<file path="src/rtl/bcd_cal_pkg.sv">
package bcd_cal_pkg;

    localparam int NUM_TIME = 7;
    localparam int IDX_W    = $clog2(NUM_TIME);

    localparam int IDX_SEC  = 0;
    localparam int IDX_MIN  = 1;
    localparam int IDX_HOUR = 2;
    localparam int IDX_DAY  = 3;
    localparam int IDX_MON  = 4;
    localparam int IDX_YEAR = 5;
    localparam int IDX_WDAY = 6;

    localparam int CTRL_OFS     = 7;
    localparam int STAT_OFS     = 8;
    localparam int STAT_RUN_BIT = 1;

    typedef logic [7:0] bcd_t;
    typedef logic [NUM_TIME-1:0][7:0] cal_time_t;

    typedef struct packed {
        logic       shadow_sel;
        logic       snap;
        logic [4:0] kept;
        logic       run;
    } cal_ctrl_t;

    typedef enum logic [1:0] {
        SEL_TIME,
        SEL_CTRL,
        SEL_STAT,
        SEL_NONE
    } cal_sel_e;

    // weekday, year, month, day, hour, minute, second
    localparam cal_time_t TIME_RESET =
        {8'h00, 8'h00, 8'h01, 8'h01, 8'h00, 8'h00, 8'h00};

    function automatic bcd_t bcd_next(input bcd_t v, input bcd_t lo, input bcd_t hi);
        if (v == hi)
            return lo;
        else if (v[3:0] == 4'h9)
            return {v[7:4] + 4'h1, 4'h0};
        else
            return v + 8'h01;
    endfunction

    function automatic logic [7:0] bcd_to_bin(input bcd_t v);
        return ({4'h0, v[7:4]} * 8'd10) + {4'h0, v[3:0]};
    endfunction

    function automatic bcd_t last_day(input bcd_t mon, input bcd_t yr);
        logic [7:0] yb;
        yb = bcd_to_bin(yr);
        case (mon)
            8'h02:                      return (yb[1:0] == 2'b00) ? 8'h29 : 8'h28;
            8'h04, 8'h06, 8'h09, 8'h11: return 8'h30;
            default:                    return 8'h31;
        endcase
    endfunction

endpackage

</file>
<file path="src/rtl/bcd_cal_counter.sv">
module bcd_cal_counter
    import bcd_cal_pkg::*;
#(
    parameter int ADDR_W = 4
) (
    input  logic              clk,
    input  logic              rst,
    input  logic              tick,
    input  logic              run,
    input  logic              wr_en,
    input  logic [ADDR_W-1:0] addr,
    input  bcd_t              wdata,
    output cal_time_t         live
);

    logic                time_wr;
    logic [NUM_TIME-1:0] hit;
    logic [NUM_TIME-1:0] adv;
    cal_time_t           nxt;
    logic                step, c_min, c_hour, c_day, c_mon, c_year;

    assign time_wr = wr_en && (addr < ADDR_W'(NUM_TIME));

    for (genvar i = 0; i < NUM_TIME; i++) begin : g_hit
        assign hit[i] = wr_en && (addr == ADDR_W'(i));
    end

    always_comb begin
        step   = run && tick && !time_wr;
        c_min  = step   && (live[IDX_SEC]  == 8'h59);
        c_hour = c_min  && (live[IDX_MIN]  == 8'h59);
        c_day  = c_hour && (live[IDX_HOUR] == 8'h23);
        c_mon  = c_day  && (live[IDX_DAY]  == last_day(live[IDX_MON], live[IDX_YEAR]));
        c_year = c_mon  && (live[IDX_MON]  == 8'h12);
        adv    = {c_day, c_year, c_mon, c_day, c_hour, c_min, step};

        nxt[IDX_SEC]  = bcd_next(live[IDX_SEC],  8'h00, 8'h59);
        nxt[IDX_MIN]  = bcd_next(live[IDX_MIN],  8'h00, 8'h59);
        nxt[IDX_HOUR] = bcd_next(live[IDX_HOUR], 8'h00, 8'h23);
        nxt[IDX_DAY]  = bcd_next(live[IDX_DAY],  8'h01,
                                 last_day(live[IDX_MON], live[IDX_YEAR]));
        nxt[IDX_MON]  = bcd_next(live[IDX_MON],  8'h01, 8'h12);
        nxt[IDX_YEAR] = bcd_next(live[IDX_YEAR], 8'h00, 8'h99);
        nxt[IDX_WDAY] = bcd_next(live[IDX_WDAY], 8'h00, 8'h06);
    end

    always_ff @(posedge clk) begin
        for (int i = 0; i < NUM_TIME; i++) begin
            if (rst)
                live[i] <= TIME_RESET[i];
            else if (hit[i])
                live[i] <= wdata;
            else if (adv[i])
                live[i] <= nxt[i];
        end
    end


    stop_hold_chk: assert property (@(posedge clk) disable iff (rst)
        (!run && !wr_en) |=> $stable(live));


    sec_wrap_chk: assert property (@(posedge clk) disable iff (rst)
        (run && tick && !wr_en && live[IDX_SEC] == 8'h59) |=> (live[IDX_SEC] == 8'h00));


    month_wrap_chk: assert property (@(posedge clk) disable iff (rst)
        (run && tick && !wr_en && live[IDX_SEC] == 8'h59 && live[IDX_MIN] == 8'h59 &&
         live[IDX_HOUR] == 8'h23 && live[IDX_DAY] == 8'h31 && live[IDX_MON] == 8'h12)
        |=> (live[IDX_MON] == 8'h01 && live[IDX_DAY] == 8'h01));


    sec_load_chk: assert property (@(posedge clk) disable iff (rst)
        (wr_en && addr == ADDR_W'(IDX_SEC)) |=> (live[IDX_SEC] == $past(wdata)));


    tick_drop_chk: assert property (@(posedge clk) disable iff (rst)
        (run && tick && wr_en && addr == ADDR_W'(IDX_MIN)) |=> $stable(live[IDX_SEC]));

endmodule

</file>
<file path="src/rtl/bcd_cal_ctrl.sv">
module bcd_cal_ctrl
    import bcd_cal_pkg::*;
#(
    parameter int ADDR_W = 4
) (
    input  logic              clk,
    input  logic              rst,
    input  logic              wr_en,
    input  logic [ADDR_W-1:0] addr,
    input  bcd_t              wdata,
    input  cal_time_t         live,
    output cal_ctrl_t         ctrl,
    output cal_time_t         shadow
);

    logic      ctrl_wr;
    logic      snap_req;
    cal_ctrl_t wr_ctrl;

    always_comb begin
        wr_ctrl  = cal_ctrl_t'(wdata);
        ctrl_wr  = wr_en && (addr == ADDR_W'(CTRL_OFS));
        snap_req = ctrl_wr && wr_ctrl.snap && !ctrl.snap;
    end

    always_ff @(posedge clk) begin
        if (rst) begin
            ctrl   <= '0;
            shadow <= TIME_RESET;
        end else begin
            if (ctrl_wr)
                ctrl <= wr_ctrl;
            if (snap_req)
                shadow <= live;
        end
    end


    snap_copy_chk: assert property (@(posedge clk) disable iff (rst)
        (wr_en && addr == ADDR_W'(CTRL_OFS) && wdata[6] && !ctrl.snap)
        |=> (shadow == $past(live)));


    shadow_hold_chk: assert property (@(posedge clk) disable iff (rst)
        (!(wr_en && addr == ADDR_W'(CTRL_OFS))) |=> $stable(shadow));


    ctrl_store_chk: assert property (@(posedge clk) disable iff (rst)
        (wr_en && addr == ADDR_W'(CTRL_OFS)) |=> (ctrl == $past(wdata)));

endmodule

</file>
<file path="src/rtl/bcd_cal_rdport.sv">
module bcd_cal_rdport
    import bcd_cal_pkg::*;
#(
    parameter int ADDR_W = 4
) (
    input  logic              clk,
    input  logic              rst,
    input  logic              rd_en,
    input  logic [ADDR_W-1:0] addr,
    input  cal_time_t         live,
    input  cal_time_t         shadow,
    input  cal_ctrl_t         ctrl,
    output bcd_t              rd_data
);

    cal_sel_e  sel;
    cal_time_t src;
    bcd_t      rd_next;

    always_comb begin
        if (addr < ADDR_W'(NUM_TIME))
            sel = SEL_TIME;
        else if (addr == ADDR_W'(CTRL_OFS))
            sel = SEL_CTRL;
        else if (addr == ADDR_W'(STAT_OFS))
            sel = SEL_STAT;
        else
            sel = SEL_NONE;

        src     = ctrl.shadow_sel ? shadow : live;
        rd_next = '0;
        case (sel)
            SEL_TIME: rd_next = src[addr[IDX_W-1:0]];
            SEL_CTRL: rd_next = ctrl;
            SEL_STAT: rd_next[STAT_RUN_BIT] = ctrl.run;
            default:  rd_next = '0;
        endcase
    end

    always_ff @(posedge clk) begin
        if (rst)
            rd_data <= '0;
        else if (rd_en)
            rd_data <= rd_next;
    end


    rd_hold_chk: assert property (@(posedge clk) disable iff (rst)
        !rd_en |=> $stable(rd_data));


    stat_run_chk: assert property (@(posedge clk) disable iff (rst)
        (rd_en && addr == ADDR_W'(STAT_OFS))
        |=> (rd_data[STAT_RUN_BIT] == $past(ctrl.run) && $countones(rd_data) <= 1));

endmodule

</file>
<file path="src/rtl/bcd_cal_regfile.sv">
module bcd_cal_regfile
    import bcd_cal_pkg::*;
#(
    parameter int ADDR_W = 4
) (
    input  logic              clk,
    input  logic              rst,
    input  logic              tick,
    input  logic              wr_en,
    input  logic              rd_en,
    input  logic [ADDR_W-1:0] addr,
    input  logic [7:0]        wdata,
    output logic [7:0]        rd_data
);

    cal_time_t live;
    cal_time_t shadow;
    cal_ctrl_t ctrl;

    bcd_cal_counter #(.ADDR_W(ADDR_W)) u_counter (
        .clk   (clk),
        .rst   (rst),
        .tick  (tick),
        .run   (ctrl.run),
        .wr_en (wr_en),
        .addr  (addr),
        .wdata (wdata),
        .live  (live)
    );

    bcd_cal_ctrl #(.ADDR_W(ADDR_W)) u_ctrl (
        .clk    (clk),
        .rst    (rst),
        .wr_en  (wr_en),
        .addr   (addr),
        .wdata  (wdata),
        .live   (live),
        .ctrl   (ctrl),
        .shadow (shadow)
    );

    bcd_cal_rdport #(.ADDR_W(ADDR_W)) u_rdport (
        .clk     (clk),
        .rst     (rst),
        .rd_en   (rd_en),
        .addr    (addr),
        .live    (live),
        .shadow  (shadow),
        .ctrl    (ctrl),
        .rd_data (rd_data)
    );

endmodule

</file>
<file path="config.mk">
export PLATFORM = sky130hd
export DESIGN_NAME = bcd_cal_regfile
export DESIGN_NICKNAME = d
export VERILOG_FILES = /design/src/rtl/bcd_cal_pkg.sv /design/src/rtl/bcd_cal_counter.sv /design/src/rtl/bcd_cal_ctrl.sv /design/src/rtl/bcd_cal_rdport.sv /design/src/rtl/bcd_cal_regfile.sv
export SDC_FILE = /design/constraint.sdc
export NUM_CORES = 1
export LEC_CHECK = 0
export BUFFER_PORTS_ARGS = -buffer_cell sky130_fd_sc_hd__buf_4
export CAP_MARGIN = 15
export CORE_MARGIN = 2
export CORE_UTILIZATION = 53
export CTS_CLUSTER_DIAMETER = 120
export CTS_CLUSTER_SIZE = 40
export DETAILED_ROUTE_END_ITERATION = 8
export PLACE_DENSITY = 0.78
export SYNTH_ARGS = -nofsm -noshare
export SYNTH_HDL_FRONTEND = slang
export SYNTH_HIERARCHICAL = 1
export SYNTH_SLANG_ARGS = --single-unit
</file>
<file path="constraint.sdc">
create_clock -name clk -period 2.54 [get_ports clk]
set_input_delay 0.127 -clock clk [delete_from_list [all_inputs] [get_ports clk]]
set_output_delay 0.127 -clock clk [all_outputs]
set_load 0.005 [all_outputs]
</file>
[Word-level counts from Yosys, hierarchy flattened]
Index checks and enable logic that the tools add are counted.
Cells by class
  add/sub/neg operators: 15
  multipliers: 1
  $lt $le $gt $ge: 2
  equal/unequal tests: 29
  mux-type cells: 39
  reduce and logical (&&, ||, !) cells: 31
Operators by type and width (number)
  8-bit two-way mux: 29
  8-bit by 1-bit adder with 8-bit output (second input constant): 7
  56-bit two-way mux: 1
  4-bit == test (second input constant): 8
  4-bit by 1-bit adder with 4-bit output (second input constant): 7
  8-bit binary-select mux with 3-bit select: 1
  8-bit by 3-bit == test with 1-bit output (second input constant): 3
  1-bit logical AND: 18
  4-bit by 3-bit == test with 1-bit output (second input constant): 4
  8-bit by 5-bit == test with 1-bit output (second input constant): 2
  8-bit by 7-bit == test with 1-bit output (second input constant): 2
  8-bit one-hot mux with 2 select lines: 1
  2-bit nonzero test: 7
  6-bit one-hot mux with 2 select lines: 1
  4-bit by 2-bit == test with 1-bit output (second input constant): 2
  8-bit by 2-bit == test with 1-bit output (second input constant): 1
  8-bit by 4-bit == test with 1-bit output (second input constant): 1
  8-bit by 6-bit == test with 1-bit output (second input constant): 1
  8-bit == test: 1
  8-bit == test (second input constant): 1
  4-bit by 1-bit == test with 1-bit output (second input constant): 1
  2-bit logical NOT: 2
  4-bit logical NOT: 1
  3-bit by 4-bit < comparator with 1-bit output (second input constant): 1
  11 further kinds: 14
Word-level totals
  flip-flop bits (word level): 128
  input port bits: 17
  output and inout bits: 8
  logic and storage cells: 136

[Depth between registers and ports, before layout]
  depth after elaboration: 11
  gate-level depth with buffers: 9
  depth with buffers taken out: 8

[Hierarchy]
The synthesis kept the hierarchy.
Modules (own cells, without submodules)
  bcd_cal_counter: times used 1, cells each 574, area an instance 4246.6 um^2, seq. area each 1121.1 um^2
  bcd_cal_ctrl: times used 1, cells each 281, area an instance 2920.3 um^2, seq. area each 1281.2 um^2
  bcd_cal_rdport: times used 1, cells each 158, area an instance 1396.3 um^2, seq. area each 160.2 um^2

[Worst setup path after synthesis]
Ideal clock, no wire load.
  path kind: register -> register
  from: register u_counter/live[36] in the netlist's numbering
  to: register u_counter/live[32] in the netlist's numbering
  setup time: 78 ps
  arrival time: 2278 ps
  required time: 2462 ps
  setup slack: 184 ps
  stages on the path, launching flop included: 9
  buffers on the path: 0
  clock period less this slack: 2356 ps
  cells stage by stage: dfxtp_1 inv_1 ha_1 nand2b_1 o32a_1 or3_4 a2111o_1 nor4b_1 nor3_1
On the way
  cells in the longest elaborated chain, start to end: 6
  elaborated cells between the ends (all ways): 14
  classes of those cells: 7 x eq/ne; 4 x mux; 3 x reduce/logical
Ends and longest elaborated chain
  start: declaration: line bcd_cal_counter.sv:13  | output cal_time_t live
  start signal: indexed assignment: line bcd_cal_counter.sv:50  | live[i] <= TIME_RESET[i];
  start signal: indexed assignment: line bcd_cal_counter.sv:52  | live[i] <= wdata;
  start signal: indexed assignment: line bcd_cal_counter.sv:54  | live[i] <= nxt[i];
  8-bit by 3-bit == test with 1-bit output, or another cell as far along: line bcd_cal_pkg.sv:55  | case (mon)
  4-bit OR reduction: line bcd_cal_pkg.sv:55
  8-bit one-hot mux with 2 select lines: line bcd_cal_pkg.sv:55
  8-bit == test: line bcd_cal_counter.sv:33  | c_mon = c_day && (live[IDX_DAY] == last_day(live[IDX_MON], live[IDX_YEAR]));
  1-bit logical AND: line bcd_cal_counter.sv:33
  2-bit nonzero test (no source line)
Several ways; a longest one is shown, not always the timed one. The select of a mux whose other input is x is not followed.
A chain may end at the register's enable or synchronous reset.

[Worst setup path in the final report]
  from: register u_counter/live[36] in the netlist's numbering
  to: register u_counter/live[36] in the netlist's numbering
The elaborated chain is that of the path after synthesis.

==> reports/results.tsv <==
stage	metric	value	unit
critical_path	path_cells	inv_1 > ha_1 > nand2b_1 > o32a_1 > or3_4 > a2111o_1 > buf_4 > nand3_1 > a31oi_1	
layout	fillers	1343	
timing	fin_crit_sh	96.5	%
clock_tree	numCtsBuffers	17	
floorplan	dieWidth	131	um
yosys	synth_seq_cells	128	
placement	port_buffers	24	
clock_tree	cts-hold-fix-buffers	0	
yosys	postSynthCellCount	1013	
floorplan	die_area	17200	um^2
global_routing	globalRouteOverflowTotal	0	
layout	area_growth	14.4	%
layout	final_layout_size_suffix_gt1_share	15.8	%
routing	wl_per_cell	19.5	um
power	power_density	511	nW/um^2
power	p_leak	3.33	nW
critical_path	cp_top_family	compound AO/OA/AOI/OAI gates	
layout	final_core_util	61.9	%
placement	dpl_cell_area	9180	um^2
timing	tightest_slew	928	ps
critical_path	cp_num_buf_inv	2	
status	status	finished clean	
routing	via_per_inst	6.28	
yosys	yosys_most_used_dff	dfxtp_1	
clock_tree	cts_root_buffer	clkbuf_16	
critical_path	crit_fanout	5	
timing	finalHoldViolations	0	
floorplan	core	15800	um^2
yosys	syn_avg_cell_area	8.45	um^2
critical_path	endpoint_kind	flip-flop	
floorplan	rows	46	
clock_tree	clk_pin_slew	60	ps
routing	vias	8116	
yosys	syn-cell-area	8560	um^2
yosys	synth_nets	1054	
yosys	yosysMostFrequentCell	nand2b_1	
yosys	synth_top_area_share	29.9	%
timing	fin_crit	2450	ps
clock_tree	cts_sinks	128	
power	ir_worst_vdd	487	uV
yosys	synth_seq_area_share	29.9	%
routing	drt-total-wl	25.3	mm
global_routing	grt_usage	29.1	%
routing	drtIter0Drc	879	
critical_path	max_stage_delay	460	ps
yosys	async_flop_share	0	%
yosys	synthTopCellsByCount	nand2b_1, dfxtp_1, mux2i_1	
timing	clock_skew	7.45	ps
global_routing	grt_max_degree	74	
critical_path	crit_arrival	2750	ps
global_routing	grt_pass1_wl	40.0	mm
global_routing	antenna_found_initial	0	
floorplan	io_pins	25	
power	total_power	5.01	mW
clock_tree	cts_tree	yes	
layout	final_nets	1104	
yosys	yosys_warnings	6	
global_routing	grt_pass1_vias	7583	
placement	dpl.hpwl	17.2	mm
layout	fin_area	9800	um^2
layout	antenna_cells	0	
timing	slew_violations	0	
timing	fmax	408	MHz
routing	drt_pass1_iterations	8	
critical_path	setup.worst_path.start_class	flip-flop	
timing	slew-limit-headroom	36.5	%
hold_path	hp-class	in2reg	
routing	drc	0	
timing	finalSetupTns	0	ps
critical_path	cp_slowest_cell	a2111o_1	
timing	holdWs	63.6	ps
critical_path	critical_path_class	reg2reg	
run	cap_violations	0	
yosys	synth.distinct_cells	77	
yosys	synth_top_area_cell	dfxtp_1	
clock_tree	htreeDepth	4	
floorplan	die_h	131	um
critical_path	crit_required	2840	ps
routing	drtAntennaViolNets	0	
placement	place_congestion	0.941	
clock_tree	ctsLongestPathBuffers	2	
yosys	synth_area_leaders	dfxtp_1, mux2i_1, nand2b_1, ha_1, nand2_1	
yosys	synth-edff-count	0	
floorplan	initial_core_util	54.1	%
timing	finalSetupViolations	0	
clock_tree	insertion_delay	430	ps
-- final timing paths --
kind,startpoint,slack (ps),cells past startpoint,end
min,wdata[7],60,3,u_counter/live[31]
max reg2reg,u_counter/live[36],90,9,u_counter/live[36]
max,u_counter/live[36],90,9,u_counter/live[36]
min reg2reg,u_rdport/rd_data[3],470,2,u_rdport/rd_data[3]
-- placed cells by master, fill, tap and decap left out, types with 10 or more instances in the layout --
| cell | instances |
|---|---|
| nand2b_1 | 138 |
| nor2_1 | 68 |
| nand4_1 | 11 |
| nand2_1 | 80 |
| clkbuf_16 | 17 |
| nor2b_1 | 17 |
| mux2_2 | 11 |
| a31oi_1 | 16 |
| nand3_1 | 46 |
| o22ai_1 | 13 |
| xnor2_1 | 10 |
| o21ai_0 | 43 |
| nor3_1 | 15 |
| ha_1 | 24 |
| inv_1 | 26 |
| mux2i_1 | 92 |
| a21oi_1 | 40 |
| mux4_2 | 10 |
| buf_4 | 93 |
| dfxtp_1 | 127 |
| and3_1 | 13 |
| nor3b_1 | 10 |
-- metrics by stage --
step           instances  setup slack [ps]
2_1_floorplan       1013               184
3_3_place_gp        1258               131
3_5_place_dp        1258               124
4_1_cts             1290              77.9
5_1_grt             1292             -17.0
6_report            1292              89.1
-- timing repair --
item,4_1_cts,5_1_grt
setup buffers,0,2
endpoints found under the setup margin,0,20
resized for setup,0,5
-- area by class of cell --
type | instances | area [um^2] | share of cell area, %
Timing Repair Buffer | 96 | 758 | 7.74
Sequential cell | 128 | 2560 | 26.2
Clock inverter | 11 | 113 | 1.15
Multi-Input combinational cell | 794 | 5530 | 56.4
Inverter | 26 | 97.6 | 0.996
Tap cell | 216 | 270 | 2.76
Clock buffer | 21 | 470 | 4.80
-- flip-flops by register name (all words and copies together), names as in the netlist --
name / count
u_counter/live: 56
u_ctrl/ctrl: 8
u_ctrl/shadow: 56
u_rdport/rd_data: 8
-- tightest hold or removal path: stages --
cell and delay, ps:
buf_4 180, nand2_1 80, a21oi_1 50
-- cell families after synthesis --
family	Yosys count	synth area share [%]
compound gates	200	16.1
mux	113	14.8
flops	128	29.9
buf+inv	91	5.83
simple gates	441	28.2
xor+xnor	16	1.64
fa+ha+maj	24	3.51
-- power breakdown --
part / internal (mW) / leakage (nW) / total, mW / switching [mW]
logic: 0.202 / 2.02 / 0.496 / 0.294
clock network: 1.51 / 0.284 / 2.43 / 0.924
registers: 2.04 / 1.03 / 2.08 / 0.0382
total: 3.75 / 3.33 / 5.01 / 1.26
-- layer usage --
metal	up-vias	part of all wire, %	track usage [%]
li1	3759	-	-
met1	3893	42	38.3
met2	379	45	44.6
met3	85	8.3	6.25
met4	0	4.8	16.3
met5	-	0	0
Power figures use the tool's default switching activity.
